## src/rtl/itick_pkg.sv

```systemverilog
package itick_pkg;

  // Bit positions inside the control/status register.
  localparam int unsigned IE_BIT   = 6;
  localparam int unsigned DONE_BIT = 7;

  // Number of clock cycles between ticks.
  function automatic int unsigned calc_div(input int unsigned clk_hz,
                                           input int unsigned tick_hz);
    return clk_hz / tick_hz;
  endfunction

endpackage

```

## src/rtl/itick_rst_sync.sv

```systemverilog
module itick_rst_sync (
  input  logic clk,
  input  logic rst_n,
  output logic rst_sync_n
);

  logic [1:0] stg_q;
  logic [1:0] stg_d;

  always_comb begin
    stg_d = {stg_q[0], 1'b1};
  end

  always_ff @(posedge clk or negedge rst_n) begin
    if (!rst_n) stg_q <= 2'b00;
    else        stg_q <= stg_d;
  end

  assign rst_sync_n = stg_q[1];

endmodule

```

## src/rtl/itick_prescaler.sv

```systemverilog
module itick_prescaler #(
  parameter int unsigned DIV = 2_500_000
) (
  input  logic clk,
  input  logic rst_n,
  output logic tick_o
);

  localparam int unsigned CNT_W = (DIV > 1) ? $clog2(DIV) : 1;
  localparam logic [CNT_W-1:0] LAST = CNT_W'(DIV - 1);

  logic [CNT_W-1:0] cnt_q, cnt_d;
  logic             tick_q, tick_d;
  logic             wrap;

  always_comb begin
    wrap   = (cnt_q == LAST);
    cnt_d  = wrap ? '0 : cnt_q + CNT_W'(1);
    tick_d = wrap;
  end

  always_ff @(posedge clk or negedge rst_n) begin
    if (!rst_n) begin
      cnt_q  <= '0;
      tick_q <= 1'b0;
    end else begin
      cnt_q  <= cnt_d;
      tick_q <= tick_d;
    end
  end

  assign tick_o = tick_q;

  // a tick is a single-cycle pulse
  p_tick_single_r4: assert property (@(posedge clk) disable iff (!rst_n)
    tick_q |=> !tick_q);
  // the counter never leaves its range
  p_cnt_range_r8: assert property (@(posedge clk) disable iff (!rst_n)
    cnt_q <= LAST);
  // a tick is seen only right after the counter has wrapped
  p_tick_phase_r8: assert property (@(posedge clk) disable iff (!rst_n)
    tick_q |-> (cnt_q == '0));

endmodule

```

## src/rtl/itick_csr.sv

```systemverilog
module itick_csr
  import itick_pkg::*;
#(
  parameter int unsigned DATA_W = 32
) (
  input  logic              clk,
  input  logic              rst_n,
  input  logic              wr_en_i,
  input  logic [DATA_W-1:0] wr_data_i,
  output logic              ie_o,
  output logic              clr_o,
  output logic [DATA_W-1:0] rd_data_o
);

  logic ie_q, ie_d;
  logic ie_load;
  logic unused_wbits;

  // Only the enable bit is stored; the rest, including done, is dropped.
  assign unused_wbits = ^{wr_data_i[DATA_W-1:IE_BIT+1], wr_data_i[IE_BIT-1:0]};

  always_comb begin
    ie_load = wr_en_i;
    ie_d    = wr_data_i[IE_BIT];
    clr_o   = wr_en_i & ~wr_data_i[IE_BIT];
  end

  always_ff @(posedge clk or negedge rst_n) begin
    if (!rst_n)       ie_q <= 1'b0;
    else if (ie_load) ie_q <= ie_d;
  end

  always_comb begin
    rd_data_o         = '0;
    rd_data_o[IE_BIT] = ie_q;
  end

  assign ie_o = ie_q;

  // enable holds its value when there is no write
  p_ie_hold_r3: assert property (@(posedge clk) disable iff (!rst_n)
    !wr_en_i |=> $stable(ie_q));
  // a clearing write leaves the enable flag at zero
  p_clr_disables_r7: assert property (@(posedge clk) disable iff (!rst_n)
    clr_o |=> !ie_q);

endmodule

```

## src/rtl/itick_irq_req.sv

```systemverilog
module itick_irq_req (
  input  logic clk,
  input  logic rst_n,
  input  logic tick_i,
  input  logic ie_i,
  input  logic clr_i,
  output logic irq_o
);

  logic req_q, req_d;
  logic set_req;

  always_comb begin
    set_req = tick_i & ie_i;
    if (clr_i)        req_d = 1'b0;
    else if (set_req) req_d = 1'b1;
    else              req_d = req_q;
  end

  always_ff @(posedge clk or negedge rst_n) begin
    if (!rst_n) req_q <= 1'b0;
    else        req_q <= req_d;
  end

  assign irq_o = req_q;

  // an enabled tick raises the request
  p_set_on_tick_r4: assert property (@(posedge clk) disable iff (!rst_n)
    (tick_i && ie_i && !clr_i) |=> req_q);
  // a pending request is sticky
  p_sticky_r5: assert property (@(posedge clk) disable iff (!rst_n)
    (req_q && !clr_i) |=> req_q);
  // a clearing write drops the request
  p_clear_r7: assert property (@(posedge clk) disable iff (!rst_n)
    clr_i |=> !req_q);
  // no request appears without an enabled tick
  p_no_spurious_r9: assert property (@(posedge clk) disable iff (!rst_n)
    (!req_q && !(tick_i && ie_i)) |=> !req_q);

endmodule

```

## src/rtl/itick_timer.sv

```systemverilog
module itick_timer
  import itick_pkg::*;
#(
  parameter int unsigned CLK_HZ  = 250_000_000,
  parameter int unsigned TICK_HZ = 100,
  parameter int unsigned DATA_W  = 32
) (
  input  logic              clk,
  input  logic              rst_n,
  input  logic              reg_we,
  input  logic [DATA_W-1:0] reg_wdata,
  output logic [DATA_W-1:0] reg_rdata,
  output logic              irq_o
);

  localparam int unsigned DIV = calc_div(CLK_HZ, TICK_HZ);

  logic rst_sync_n;
  logic tick;
  logic ie;
  logic clr;

  itick_rst_sync u_rst_sync (
    .clk        (clk),
    .rst_n      (rst_n),
    .rst_sync_n (rst_sync_n)
  );

  itick_prescaler #(.DIV(DIV)) u_prescaler (
    .clk    (clk),
    .rst_n  (rst_sync_n),
    .tick_o (tick)
  );

  itick_csr #(.DATA_W(DATA_W)) u_csr (
    .clk       (clk),
    .rst_n     (rst_sync_n),
    .wr_en_i   (reg_we),
    .wr_data_i (reg_wdata),
    .ie_o      (ie),
    .clr_o     (clr),
    .rd_data_o (reg_rdata)
  );

  itick_irq_req u_irq_req (
    .clk    (clk),
    .rst_n  (rst_sync_n),
    .tick_i (tick),
    .ie_i   (ie),
    .clr_i  (clr),
    .irq_o  (irq_o)
  );

  // only bit 6 can ever read as one
  p_rdata_mask_r2: assert property (@(posedge clk) disable iff (!rst_sync_n)
    (reg_rdata & ~(DATA_W'(1) << IE_BIT)) == '0);
  // a write's bit 6 appears on the read port
  p_ie_load_r3: assert property (@(posedge clk) disable iff (!rst_sync_n)
    reg_we |=> (reg_rdata[IE_BIT] == $past(reg_wdata[IE_BIT])));
  // a write keeping enable set never drops a pending request
  p_done_keeps_r6: assert property (@(posedge clk) disable iff (!rst_sync_n)
    (irq_o && reg_we && reg_wdata[IE_BIT]) |=> irq_o);

endmodule

```

## config.mk

```make
export PLATFORM = sky130hd
export DESIGN_NAME = itick_timer
export DESIGN_NICKNAME = d
export VERILOG_FILES = /design/src/rtl/itick_pkg.sv /design/src/rtl/itick_rst_sync.sv /design/src/rtl/itick_prescaler.sv /design/src/rtl/itick_csr.sv /design/src/rtl/itick_irq_req.sv /design/src/rtl/itick_timer.sv
export SDC_FILE = /design/constraint.sdc
export NUM_CORES = 1
export LEC_CHECK = 0
export BUFFER_PORTS_ARGS = -buffer_cell sky130_fd_sc_hd__buf_2
export CAP_MARGIN = 20
export CELL_PAD_IN_SITES_DETAIL_PLACEMENT = 0
export CELL_PAD_IN_SITES_GLOBAL_PLACEMENT = 1
export CORE_ASPECT_RATIO = 0.6
export CORE_MARGIN = 8
export CORE_UTILIZATION = 30
export DETAILED_ROUTE_END_ITERATION = 12
export MAX_ROUTING_LAYER = met4
export PLACE_DENSITY = 0.7
export RECOVER_POWER = 100
export SYNTH_ARGS = -nofsm -noshare
export SYNTH_HDL_FRONTEND = slang
export SYNTH_SLANG_ARGS = --single-unit
```

## constraint.sdc

```tcl
create_clock -name clk -period 0.9 [get_ports clk]
set_input_delay 0.09 -clock clk [delete_from_list [all_inputs] [get_ports clk]]
set_output_delay 0.09 -clock clk [all_outputs]
set_load 0.03 [all_outputs]
```

== Yosys cells after proc, flatten, opt, wreduce, memory -nomap -nowiden ==
Cells that the tools add are included.

* Bits in registers: 27
* Logic and storage cells: 14

* Add/subtract/negate cells: 1
* Equality and inequality tests: 1
* Multiplexer cells: 3
* Bitwise gates (word level): 3
* Reduce and logical (&&, ||, !) cells: 1

{| class="wikitable"
|+ Operators by type and width
! operator !! count
|-
| adder 22 x 1 -> 22 bit (second input constant) || 1
|-
| equality test 22 bit (second input constant) || 1
|-
| two-way mux 22 bit || 1
|-
| AND 1 bit || 2
|-
| two-way mux 1 bit || 2
|-
| nonzero test 2 bit || 1
|-
| NOT 1 bit || 1
|}

== Longest topological paths before layout ==
Gate-level depths: netlist of the first run.

* Word-level depth: 3
* Gate-level depth with buffers: 5

== Cells and area by module ==
Synthesis of the first run repeated with hierarchy kept, for this count alone.

* Cells, all modules: 146
* Area, all modules: 1,495.2 um2

{| class="wikitable"
|+ By module, submodules not included
! module !! times used !! cells each !! area an instance (um2) !! sequential area each (um2)
|-
| itick_prescaler || 1 || 104 || 1,117.3 || 575.6
|-
| itick_csr || 1 || 36 || 290.3 || 25.0
|-
| itick_rst_sync || 1 || 3 || 53.8 || 50.0
|-
| itick_irq_req || 1 || 3 || 33.8 || 25.0
|}

== Worst setup path after synthesis of the first run ==
Ideal clock, no wire load.

* Kind: reg-to-reg
* From: register u_prescaler.cnt_q[0]
* To: register u_prescaler.cnt_q[18]
* Setup time: 0.077 ns
* Arrival time: 1.663 ns
* Data required time: 0.823 ns
* Setup slack: -0.840 ns
* Cell stages (with the launch flop): 6
* Path buffers: 0
* Period minus slack after synthesis: 1.740 ns
* Cells stage by stage: dfrtp_1 > ha_1 > nand4_1 > or4_1 > or3_1 > a21oi_1

* Cells in the longest elaborated chain, start to end: 2
* Elaborated cells between the ends (all ways): 3
* Those cells by class: 1 x add/sub; 1 x eq/ne; 1 x mux

{| class="wikitable"
|+ Ends and longest elaborated chain
! element !! line !! source
|-
| start: declaration || itick_prescaler.sv:12 || <nowiki>logic [CNT_W-1:0] cnt_q, cnt_d;</nowiki>
|-
| start signal: assignment || itick_prescaler.sv:27 || <nowiki>cnt_q <= cnt_d;</nowiki>
|-
| adder 22 x 1 -> 22 bit / equality test 22 bit (equally long branches) || itick_prescaler.sv:18, itick_prescaler.sv:17 ||
|-
| two-way mux 22 bit (*) || itick_prescaler.sv:18 || <nowiki>cnt_d = wrap ? '0 : cnt_q + CNT_W'(1);</nowiki>
|-
| named net u_prescaler.cnt_d[18] || itick_prescaler.sv:12 ||
|}

The timed path passes the listed nets; every way through them passes the cells marked *.
A chain may end at the register's enable or synchronous reset.

== Worst setup path in the final report of the first run ==
* From: register u_prescaler.cnt_q[6]
* To: register u_prescaler.cnt_q[21]

Same word-level chain as after synthesis.

==> impl_metrics.tcl, run 1 <==
set metrics [dict create \
    status "finished with violations" \
    violations "negative setup slack" \
    synth_area_mm2 0.001470 \
    dp.final_hpwl_mm 2.400 \
    timing.hold.ws_ns 0.04101 \
    fin_ws_ns -0.8055 \
    worstSetupPathType "flip-flop to flip-flop" \
    ys_top_cells_by_area "dfrtp_1, buf_4, xnor2_1, nor2_1, nand3_1" \
    path_buf_inv 1 \
    end_kind "flip-flop" \
    crit_fanout 5 \
    cp-start-kind "flip-flop" \
    yosysMostFrequentCell "buf_4" \
    worst_pin_slew_ns 0.5581 \
    synth_edf_count 0 \
    io_pins 68 \
    dpl_cell_area_mm2 0.001738 \
    vias_per_cell 4.306 \
    path_delay_family "simple AND/OR/NAND/NOR gates" \
    final_area_mm2 0.002108 \
    synth_top_area_share_pct 45.96 \
    fin_skew_ns 0.002806 \
    period_share_pct 189.5 \
    io_buffers 5 \
    htreeDepth 1 \
    final_cells 265 \
    ant_nets 0 \
    drive_gt1_share_pct 45.05 \
    rsz0062_at_grt "true" \
    fill_cells 449 \
    num_vias 1141 \
    max-clock-path-buffers 2 \
    leakagePower_nw 0.9497 \
    synth.cells.most_frequent "buf_4, dfrtp_1, xnor2_1, nor2_1" \
    path_cells "buf_6, nand3_4, or3_4, or4_4, a21oi_2" \
    path_clk_slew_ns 0.09 \
    rows 19 \
    first_iter_violations 35 \
    hold_path.class "input port to flip-flop" \
    fp.dieW_um 106.4 \
    die-area_mm2 0.007470 \
    critPathSlowestCell "or4_4" \
    worstSkewPairLatency_ns 0.28 \
    cap_viol_max_count 0 \
    slew_headroom_pct 62.79 \
    cts_tree "built" \
    cp.arrival_ns 1.92 \
    routed_wl_mm 3.780 \
    ys_seq_area_share_pct 45.96 \
    p_per_area_mw_per_mm2 1032 \
    antenna_found_initial 0 \
    slowest_delay_ns 0.49 \
    cts_root_buf "clkbuf_8" \
    n_antenna_cell 0 \
    first_pass_iters 4 \
    hold_violations 0 \
    detail_route.wl_per_cell_um 14.26 \
    overflow 0 \
    grt_pass1_vias 1092 \
    setup_viol 25 \
    route.detailed.drc 0 \
    netlist.top_cell.by_area "dfrtp_1" \
    avgSynthCellArea_um2 9.867 \
    dp.cells 248 \
    total_power_mw 2.176 \
    ys.flop_type "dfrtp_1" \
    finalNetCount 239 \
    cts_buffers 3 \
    peakVddDrop_mv 0.5162 \
    finalCriticalPeriod_ns 1.705 \
    max_clock_freq_mhz 586.4 \
    cp_data_required_time_ns 1.12 \
    syn_inst 149 \
    yosysUniqueCellTypes 28 \
    synth_seq_cells 27 \
    grt_pass1_wl_mm 5.589 \
    die_y_um 70.23 \
    final-max-slew-violation-count 0 \
    cts.sinks 27 \
    grt_util_all_layers_pct 9.588 \
    grt_max_degree 26 \
    async_reset_ff_share_pct 100.0 \
    coreArea_mm2 0.004636 \
    ys_warn_count 0 \
    initial_core_util_pct 31.71 \
    place_congestion 0.8074 \
    syn_to_final_growth_pct 43.40 \
]
-- registers in the layout (all words and copies together), names as in the netlist --
| signal | flops |
|---|---|
| u_prescaler.cnt_q | 22 |
| u_rst_sync.stg_q | 2 |
| u_irq_req.irq_o | 1 |
| u_prescaler.tick_o | 1 |
| u_csr.ie_o | 1 |
-- where the power goes --
| part | internal (mW) | switching [mW] |
|---|---|---|
| logic | 0.0239 | 0.212 |
| clock network | 0.312 | 0.402 |
| registers | 1.22 | 0.00532 |
-- layout make-up --
| type | instances | area, um^2 | area share [%] |
|---|---|---|---|
| timing repair buffer | 53 | 455.4 | 21.60 |
| clock buffer | 3 | 41.29 | 1.958 |
| clock inverter | 1 | 5.005 | 0.2374 |
| inverter | 3 | 11.26 | 0.5341 |
| tap | 63 | 78.83 | 3.739 |
| sequential | 27 | 676.9 | 32.11 |
| multi-input combinational | 115 | 839.6 | 39.82 |
-- cell usage in the layout (no fill, tap or decap), types with 4 or more instances in the layout --
master,instances
nor2_2,4
xnor2_1,12
nor2_1,4
buf_4,30
conb_1,32
nand2_1,7
a21oi_2,4
nand4_1,6
buf_6,17
nor2_4,4
dfrtp_1,26
-- cell families (layout without fill, tap and decap cells) --
group / count (synthesis) / after routing / synth area share, %
AND/OR/NAND/NOR: 55 / 55 / 20.68
buffers and inverters: 37 / 60 / 17.96
flip-flops: 27 / 27 / 45.96
XOR/XNOR: 16 / 16 / 9.532
AO/OA/AOI/OAI: 10 / 10 / 3.744
other: 2 / 32 / 0.5108
adder cells (fa/ha/maj): 1 / 1 / 0.8509
multiplexers: 1 / 1 / 0.7659
-- through the flow --
| step | setup slack, ns | utilization, % | setup TNS, ns |
|---|---|---|---|
| 3_3_place_gp | -0.7254 | 37.49 | -12.21 |
| 5_1_grt | -0.8518 | 45.48 | -15.00 |
| 6_report | -0.8055 | 45.48 | -13.81 |
| 4_1_cts | -0.7606 | 41.70 | -12.53 |
| 3_5_place_dp | -0.7408 | 37.49 | -12.13 |
| 2_1_floorplan | -0.7655 | - | -9.801 |
-- metal layers --
metal / GRT usage (%) / vias up / part of all wire (%)
met4: 2.791 / 0 / 1.5
li1: - / 553 / -
met3: 2.930 / 5 / 5.7
met2: 13.81 / 33 / 47
met5: - / - / 0
met1: 12.56 / 550 / 46
-- what timing repair did --
item	CTS	global route
endpoints found under the setup margin	25	25
endpoints found under the hold margin	3	0
gates cloned	1	0
hold buffers	2	0
buffers inserted	2	11
pin swaps	4	16
gates resized for setup	28	35
-- worst reg2reg max path, cell delays in order, from the launching register on --
cell,delay [ns]
dfrtp_1,0.42
buf_6,0.13
nand3_4,0.06
or3_4,0.41
or4_4,0.49
a21oi_2,0.14
-- path summary, 6_finish.rpt --
path	startpoint	end	slack, ns	cells past startpoint
min in group asynchronous	rst_n	u_rst_sync.stg_q[1]	0.11	2
worst max-delay path	u_prescaler.cnt_q[6]	u_prescaler.cnt_q[21]	-0.81	5
worst max register to register	u_prescaler.cnt_q[6]	u_prescaler.cnt_q[21]	-0.81	5
worst min register to register	u_rst_sync.stg_q[1]	u_prescaler.cnt_q[1]	0.33	1
max in group asynchronous	u_rst_sync.stg_q[1]	u_prescaler.cnt_q[5]	0.18	1
worst min-delay path	reg_wdata[6]	u_irq_req.irq_o	0.04	3
Note: power is estimated with default switching activity, not from simulation.
==> inputs of run 2 (changes only) <==
Settings changed: PLACE_DENSITY 0.7 to 0.69, SYNTH_HIERARCHICAL from default to 1.
==> run 2 against run 1 <==
Against the previous run:
- the run still ends with negative setup slack left
- count of clock-buffer cells in the layout unchanged
- setup slack gained 0.010 ns
- sequential cell count stayed put
- non-clock buffer count rose by 3
- die area increased by 1.4%
- power is 0.84% lower
- via count decreased by 3.4%
- sequential power about the same
- register-to-register slack barely moved
- combinational power rose by 2%
- largest power group unchanged
==> impl_metrics.tcl, run 2 <==
set metrics [dict create \
    status "finished with violations" \
    violations "negative setup slack" \
    final_cell_mix "buf_4, conb_1, dfrtp_1" \
    hold-path-endpoint "u_csr/ie_o" \
    cts_tree "built" \
    initial_core_util_pct 30.33 \
    finalCriticalPeriod_ns 1.695 \
    cts.sinks 27 \
    dp.cells 250 \
    hold_path.class "input port to flip-flop" \
    sw_frac_of_total_pct 27.81 \
    routed_wl_mm 3.198 \
    ys_seq_area_share_pct 45.19 \
    cap_viol_max_count 0 \
    power_switching_mw 0.5999 \
    path_buf_inv 0 \
    io_pins 68 \
    slowest_delay_ns 0.55 \
    ys.flop_type "dfrtp_1" \
    fill_cells 497 \
    synth_seq_cells 27 \
    fin_skew_ns 0.006960 \
    synth_top_area_share_pct 45.19 \
    yosysMostFrequentCell "buf_4" \
    max-clock-path-buffers 2 \
    rsz0062_at_grt "true" \
    async_reset_ff_share_pct 100.0 \
    grt_pass1_vias 1046 \
    overflow 0 \
    grt_pass1_wl_mm 5.181 \
    hold_depth 2 \
    die_y_um 70.69 \
    top_regs "u_prescaler/cnt_q x22, u_rst_sync/stg_q x2" \
    coreArea_mm2 0.004930 \
    finalNetCount 238 \
    ys_top_cells_by_area "dfrtp_1, buf_4, xnor2_1, nand2_1, xor2_1" \
    cp.arrival_ns 1.89 \
    synth.cells.most_frequent "buf_4, dfrtp_1, xnor2_1, nand2_1, nor2_1" \
    clockPowerShare_pct 32.1 \
    grt_util_all_layers_pct 8.626 \
    antenna_found_initial 0 \
    first_pass_iters 4 \
    ant_nets 0 \
    detail_route.wl_per_cell_um 11.98 \
    cts_buffers 3 \
    ys_warn_count 6 \
    route.detailed.drc 0 \
    path_delay_family "simple AND/OR/NAND/NOR gates" \
    htreeDepth 1 \
    io_buffers 5 \
    final_area_mm2 0.002036 \
    hold_violations 0 \
    die-area_mm2 0.007573 \
    layout_commonest_cell "buf_4" \
    n_antenna_cell 0 \
    fin_ws_ns -0.7951 \
    num_vias 1102 \
    critPathSlowestCell "or4_4" \
    synth_area_mm2 0.001495 \
    dp.final_hpwl_mm 2.302 \
    reg2reg_from "u_prescaler/cnt_q[8]" \
    cts_root_buf "clkbuf_8" \
    p_comb_share_pct 11.1 \
    netlist.top_cell.by_area "dfrtp_1" \
    avgSynthCellArea_um2 10.24 \
    rr_endpoint "u_prescaler/cnt_q[13]" \
    period_share_pct 188.3 \
    worstSetupPathType "flip-flop to flip-flop" \
    place_congestion 0.7626 \
    p_per_area_mw_per_mm2 1060 \
    syn_inst 146 \
    path_clk_slew_ns 0.10 \
    cp-start-kind "flip-flop" \
    worstSkewPairLatency_ns 0.27 \
    intPower_mw 1.558 \
    first_iter_violations 45 \
    regMostFlops "u_prescaler/cnt_q" \
    drive_gt1_share_pct 42.79 \
    worst_pin_slew_ns 0.5578 \
    crit_fanout 5 \
    end_kind "flip-flop" \
    peakVddDrop_mv 0.6186 \
    grt_max_degree 26 \
    yosysUniqueCellTypes 34 \
    largest_register_ffs 22 \
    cp_data_required_time_ns 1.10 \
    timing.hold.ws_ns 0.06137 \
    dpl_cell_area_mm2 0.001773 \
    setup_viol 25 \
    rrSetupSlack_ns -0.80 \
    rows 20 \
    pwr-share-seq_pct 56.8 \
    vias_per_cell 4.127 \
    worstHoldStart "reg_wdata[6]" \
    synth_edf_count 0 \
    path_cells "nand4_2, or4_4, or3_2, a21oi_1" \
    leakagePower_nw 1.025 \
    slew_headroom_pct 62.81 \
    syn_to_final_growth_pct 36.15 \
    final_cells 267 \
    final-max-slew-violation-count 0 \
    r2r_cells 4 \
    fp.dieW_um 107.1 \
    max_clock_freq_mhz 589.9 \
]
## run 2: cell type report
class | count | area, um^2 | share of cell area, %
clock buffers | 3 | 41.29 | 2.028
clock inverters | 1 | 5.005 | 0.2459
inverters | 1 | 3.754 | 0.1844
multi-input cells | 113 | 799.5 | 39.27
flip-flops and latches | 27 | 676.9 | 33.25
well taps | 66 | 82.58 | 4.057
repair buffers | 56 | 426.7 | 20.96
## run 2: worst max-delay path by stage
| stage | depth (start not counted) | endpoint | slack (ns) | from |
|---|---|---|---|---|
| detailed placement | 4 | u_prescaler/cnt_q[13] | -0.88 | u_prescaler/cnt_q[2] |
| global route | 4 | u_prescaler/cnt_q[13] | -0.87 | u_prescaler/cnt_q[7] |
| global placement | 4 | u_prescaler/cnt_q[13] | -0.82 | u_prescaler/cnt_q[3] |
| CTS | 4 | u_prescaler/cnt_q[13] | -0.79 | u_prescaler/cnt_q[6] |
| floorplan | 5 | u_prescaler/cnt_q[21] | -0.89 | u_prescaler/cnt_q[3] |
| finish | 4 | u_prescaler/cnt_q[13] | -0.80 | u_prescaler/cnt_q[8] |
## run 2: routing by layer
| metal | up-vias | part of all wire [%] | global-route usage [%] |
|---|---|---|---|
| li1 | 548 | - | - |
| met1 | 543 | 49 | 11.61 |
| met2 | 9 | 48 | 12.82 |
| met3 | 2 | 3.6 | 2.811 |
| met4 | 0 | 0.25 | 0.4651 |
| met5 | - | 0 | - |
## run 2: cells by family after synthesis
kind of cell / synth area share, %
flops: 45.19
fa+ha+maj: 0.8367
buf+inv: 17.41
simple gates: 21.93
compound gates: 3.096
other cells: 0.5023
xor+xnor: 9.372
mux: 1.673
## run 2: metrics by stage
| step | setup TNS [ns] | total power [mW] | setup WS (ns) | util (%) |
|---|---|---|---|---|
| 3_3_place_gp | -13.37 | 1.484 | -0.8241 | 35.96 |
| 4_1_cts | -13.13 | 2.203 | -0.7929 | 40.18 |
| 6_report | -13.61 | 2.157 | -0.7951 | 41.29 |
| 2_1_floorplan | -10.89 | 1.562 | -0.8935 | - |
| 3_5_place_dp | -13.73 | 1.484 | -0.8780 | 35.96 |
| 5_1_grt | -15.21 | 2.239 | -0.8670 | 41.29 |
## run 2: power by group through the flow
stage          clock network (mW)  registers, mW  logic [mW]
4_1_cts                     0.727           1.23       0.250
3_5_place_dp                    0           1.25       0.233
2_1_floorplan                   0           1.26       0.298
3_3_place_gp                    0           1.25       0.233
5_1_grt                     0.754           1.23       0.258
6_report                    0.692           1.22       0.240
## run 2: what timing repair did
action	in CTS	in global routing
endpoints found under the hold margin	2	0
resized for setup	24	9
pin swaps	8	5
hold buffers	1	0
buffers inserted	6	7
setup endpoints to repair	25	26
==> inputs of run 3 (changes only) <==
Settings changed: ABC_CLOCK_PERIOD_IN_PS from default to 900, CORE_MARGIN 8 to 5.
==> run 3 against run 2 <==
Against the previous run:
- combinational power is essentially flat
- the flow still finishes with violations (negative setup slack)
- non-clock buffer count is 2 lower
- critical endpoint unchanged
- sequential cell count did not move
- die area shrank 14%
- design area unchanged
- fmax shrank 4.0%
- global-route usage grew 1.6 points
- sequential share of layout area is the same
- largest power group unchanged
- clock power fell by 2%
- worst hold slack improved by 0.0068 ns
- clock skew down 0.0044 ns
- power fell by 0.42%
==> impl_metrics.tcl, run 3 (synthesis gave the netlist of run 2 again) <==
set metrics [dict create \
    status "finished with violations" \
    violations "negative setup slack" \
    cts_root_buf "clkbuf_8" \
    routed_wl_mm 3.309 \
    rsz0062_at_grt "true" \
    post-route-util_pct 43.25 \
    grtUsageMet2_pct 15.96 \
    dp.final_hpwl_mm 2.435 \
    period_share_pct 196.1 \
    end_kind "flip-flop" \
    top_regs "u_prescaler/cnt_q x22, u_rst_sync/stg_q x2" \
    io_pins 68 \
    cap_viol_max_count 0 \
    syn_to_final_growth_pct 36.15 \
    finalNetCount 236 \
    setup_viol 25 \
    finalCriticalPeriod_ns 1.765 \
    drive_gt1_share_pct 43.72 \
    grt_pass1_wl_mm 5.064 \
    die-area_mm2 0.006542 \
    overflow 0 \
    reg2reg_from "u_prescaler/cnt_q[8]" \
    worstSetupPathType "flip-flop to flip-flop" \
    layout_commonest_cell "buf_4" \
    p_per_area_mw_per_mm2 1055 \
    timing.hold.ws_ns 0.06819 \
    final-max-slew-violation-count 0 \
    hold_path.class "input port to flip-flop" \
    cts.sinks 27 \
    top_usage_layer "met2" \
    route.detailed.drc 0 \
    grt_util_met3_pct 3.215 \
    htreeDepth 1 \
    worstSkewPairLatency_ns 0.27 \
    rr_endpoint "u_prescaler/cnt_q[13]" \
    hold_violations 0 \
    peakVddDrop_mv 0.5085 \
    hold_depth 2 \
    vias_per_cell 4.221 \
    path_clk_slew_ns 0.09 \
    detail_route.wl_per_cell_um 12.63 \
    first_iter_violations 26 \
    die_y_um 64.69 \
    fp.dieW_um 101.1 \
    grt_max_degree 26 \
    regMostFlops "u_prescaler/cnt_q" \
    cp.arrival_ns 1.97 \
    place_ws_ns -0.8769 \
    num_vias 1106 \
    grt_util_all_layers_pct 10.19 \
    first_pass_iters 3 \
    crit_fanout 5 \
    cts_tree "built" \
    worst_pin_slew_ns 0.5693 \
    rrSetupSlack_ns -0.87 \
    n_antenna_cell 0 \
    cp_data_required_time_ns 1.10 \
    use_met1_pct 13.49 \
    largest_register_ffs 22 \
    fin_skew_ns 0.002562 \
    total_power_mw 2.148 \
    max-clock-path-buffers 2 \
    cp-start-kind "flip-flop" \
    rows 19 \
    hold-path-endpoint "u_csr/ie_o" \
    r2r_cells 5 \
    io_buffers 5 \
    place_congestion 0.8232 \
    cts_buffers 3 \
    slew_headroom_pct 62.05 \
    worstHoldStart "reg_wdata[6]" \
    grt_pass1_vias 1041 \
    fin_ws_ns -0.8652 \
    ant_nets 0 \
    initial_core_util_pct 31.77 \
    coreArea_mm2 0.004707 \
    leakagePower_nw 1.004 \
    max_clock_freq_mhz 566.5 \
    antenna_found_initial 0 \
    final_cell_mix "buf_4, conb_1, dfrtp_1" \
]
[run 3: cell count changes in the layout (fill, tap and decap cells not counted), sizes merged]
cell	previous run	this run
buf	53	51
clkbuf	5	6
clkinv	1	0
[run 3: per-layer routing]
layer  wire length [um]  vias to the layer above
met4                  4                        0
met1               1543                      550
li1                   -                      541
met2               1630                       13
met3                130                        2
met5                  0                        -
[run 3: report_power, final]
part	switching [mW]	leakage (nW)	internal (mW)
combinational	0.214	0.622	0.0295
sequential	0.00379	0.359	1.22
clock	0.364	0.0228	0.317
[run 3: what timing repair did]
action | CTS | global route
pin swaps | 15 | 6
buffers inserted | 6 | 6
resized for setup | 27 | 11
hold buffers | 1 | 0
endpoints found under the hold margin | 2 | 0
endpoints found under the setup margin | 25 | 26
[run 3: through the flow]
| step | instance area [um^2] | instances | TNS, ns |
|---|---|---|---|
| 6_report | 2036 | 262 | -14.40 |
| 5_1_grt | 2036 | 262 | -16.04 |
| 4_1_cts | 1967 | 256 | -12.79 |
| 3_5_place_dp | 1762 | 246 | -13.42 |
| 3_3_place_gp | 1762 | 246 | -12.80 |
| 2_1_floorplan | 1634 | 176 | -10.89 |
[run 3: how the worst max path moves through the flow]
stage                               from               endpoint  cells past startpoint
floorplan           u_prescaler/cnt_q[3]  u_prescaler/cnt_q[21]                      5
global placement    u_prescaler/cnt_q[3]  u_prescaler/cnt_q[13]                      4
detailed placement  u_prescaler/cnt_q[3]  u_prescaler/cnt_q[13]                      4
CTS                 u_prescaler/cnt_q[4]  u_prescaler/cnt_q[21]                      4
global route        u_prescaler/cnt_q[8]  u_prescaler/cnt_q[13]                      5
finish              u_prescaler/cnt_q[8]  u_prescaler/cnt_q[13]                      5
[run 3: worst max-delay path, cell delays in order (launching register included)]
cell and delay, ns:
dfrtp_1 0.39, nand4_2 0.14, or4_4 0.55, buf_4 0.16, or3_4 0.33, a21oi_2 0.14
[run 3: cell type report]
type                    instances  area (um^2)
inverters                       1        3.754
clock buffers                   4        45.04
fillers                       462         2671
repair buffers                 54        422.9
flip-flops and latches         27        676.9
multi-input cells             113        808.3
well taps                      63        78.83
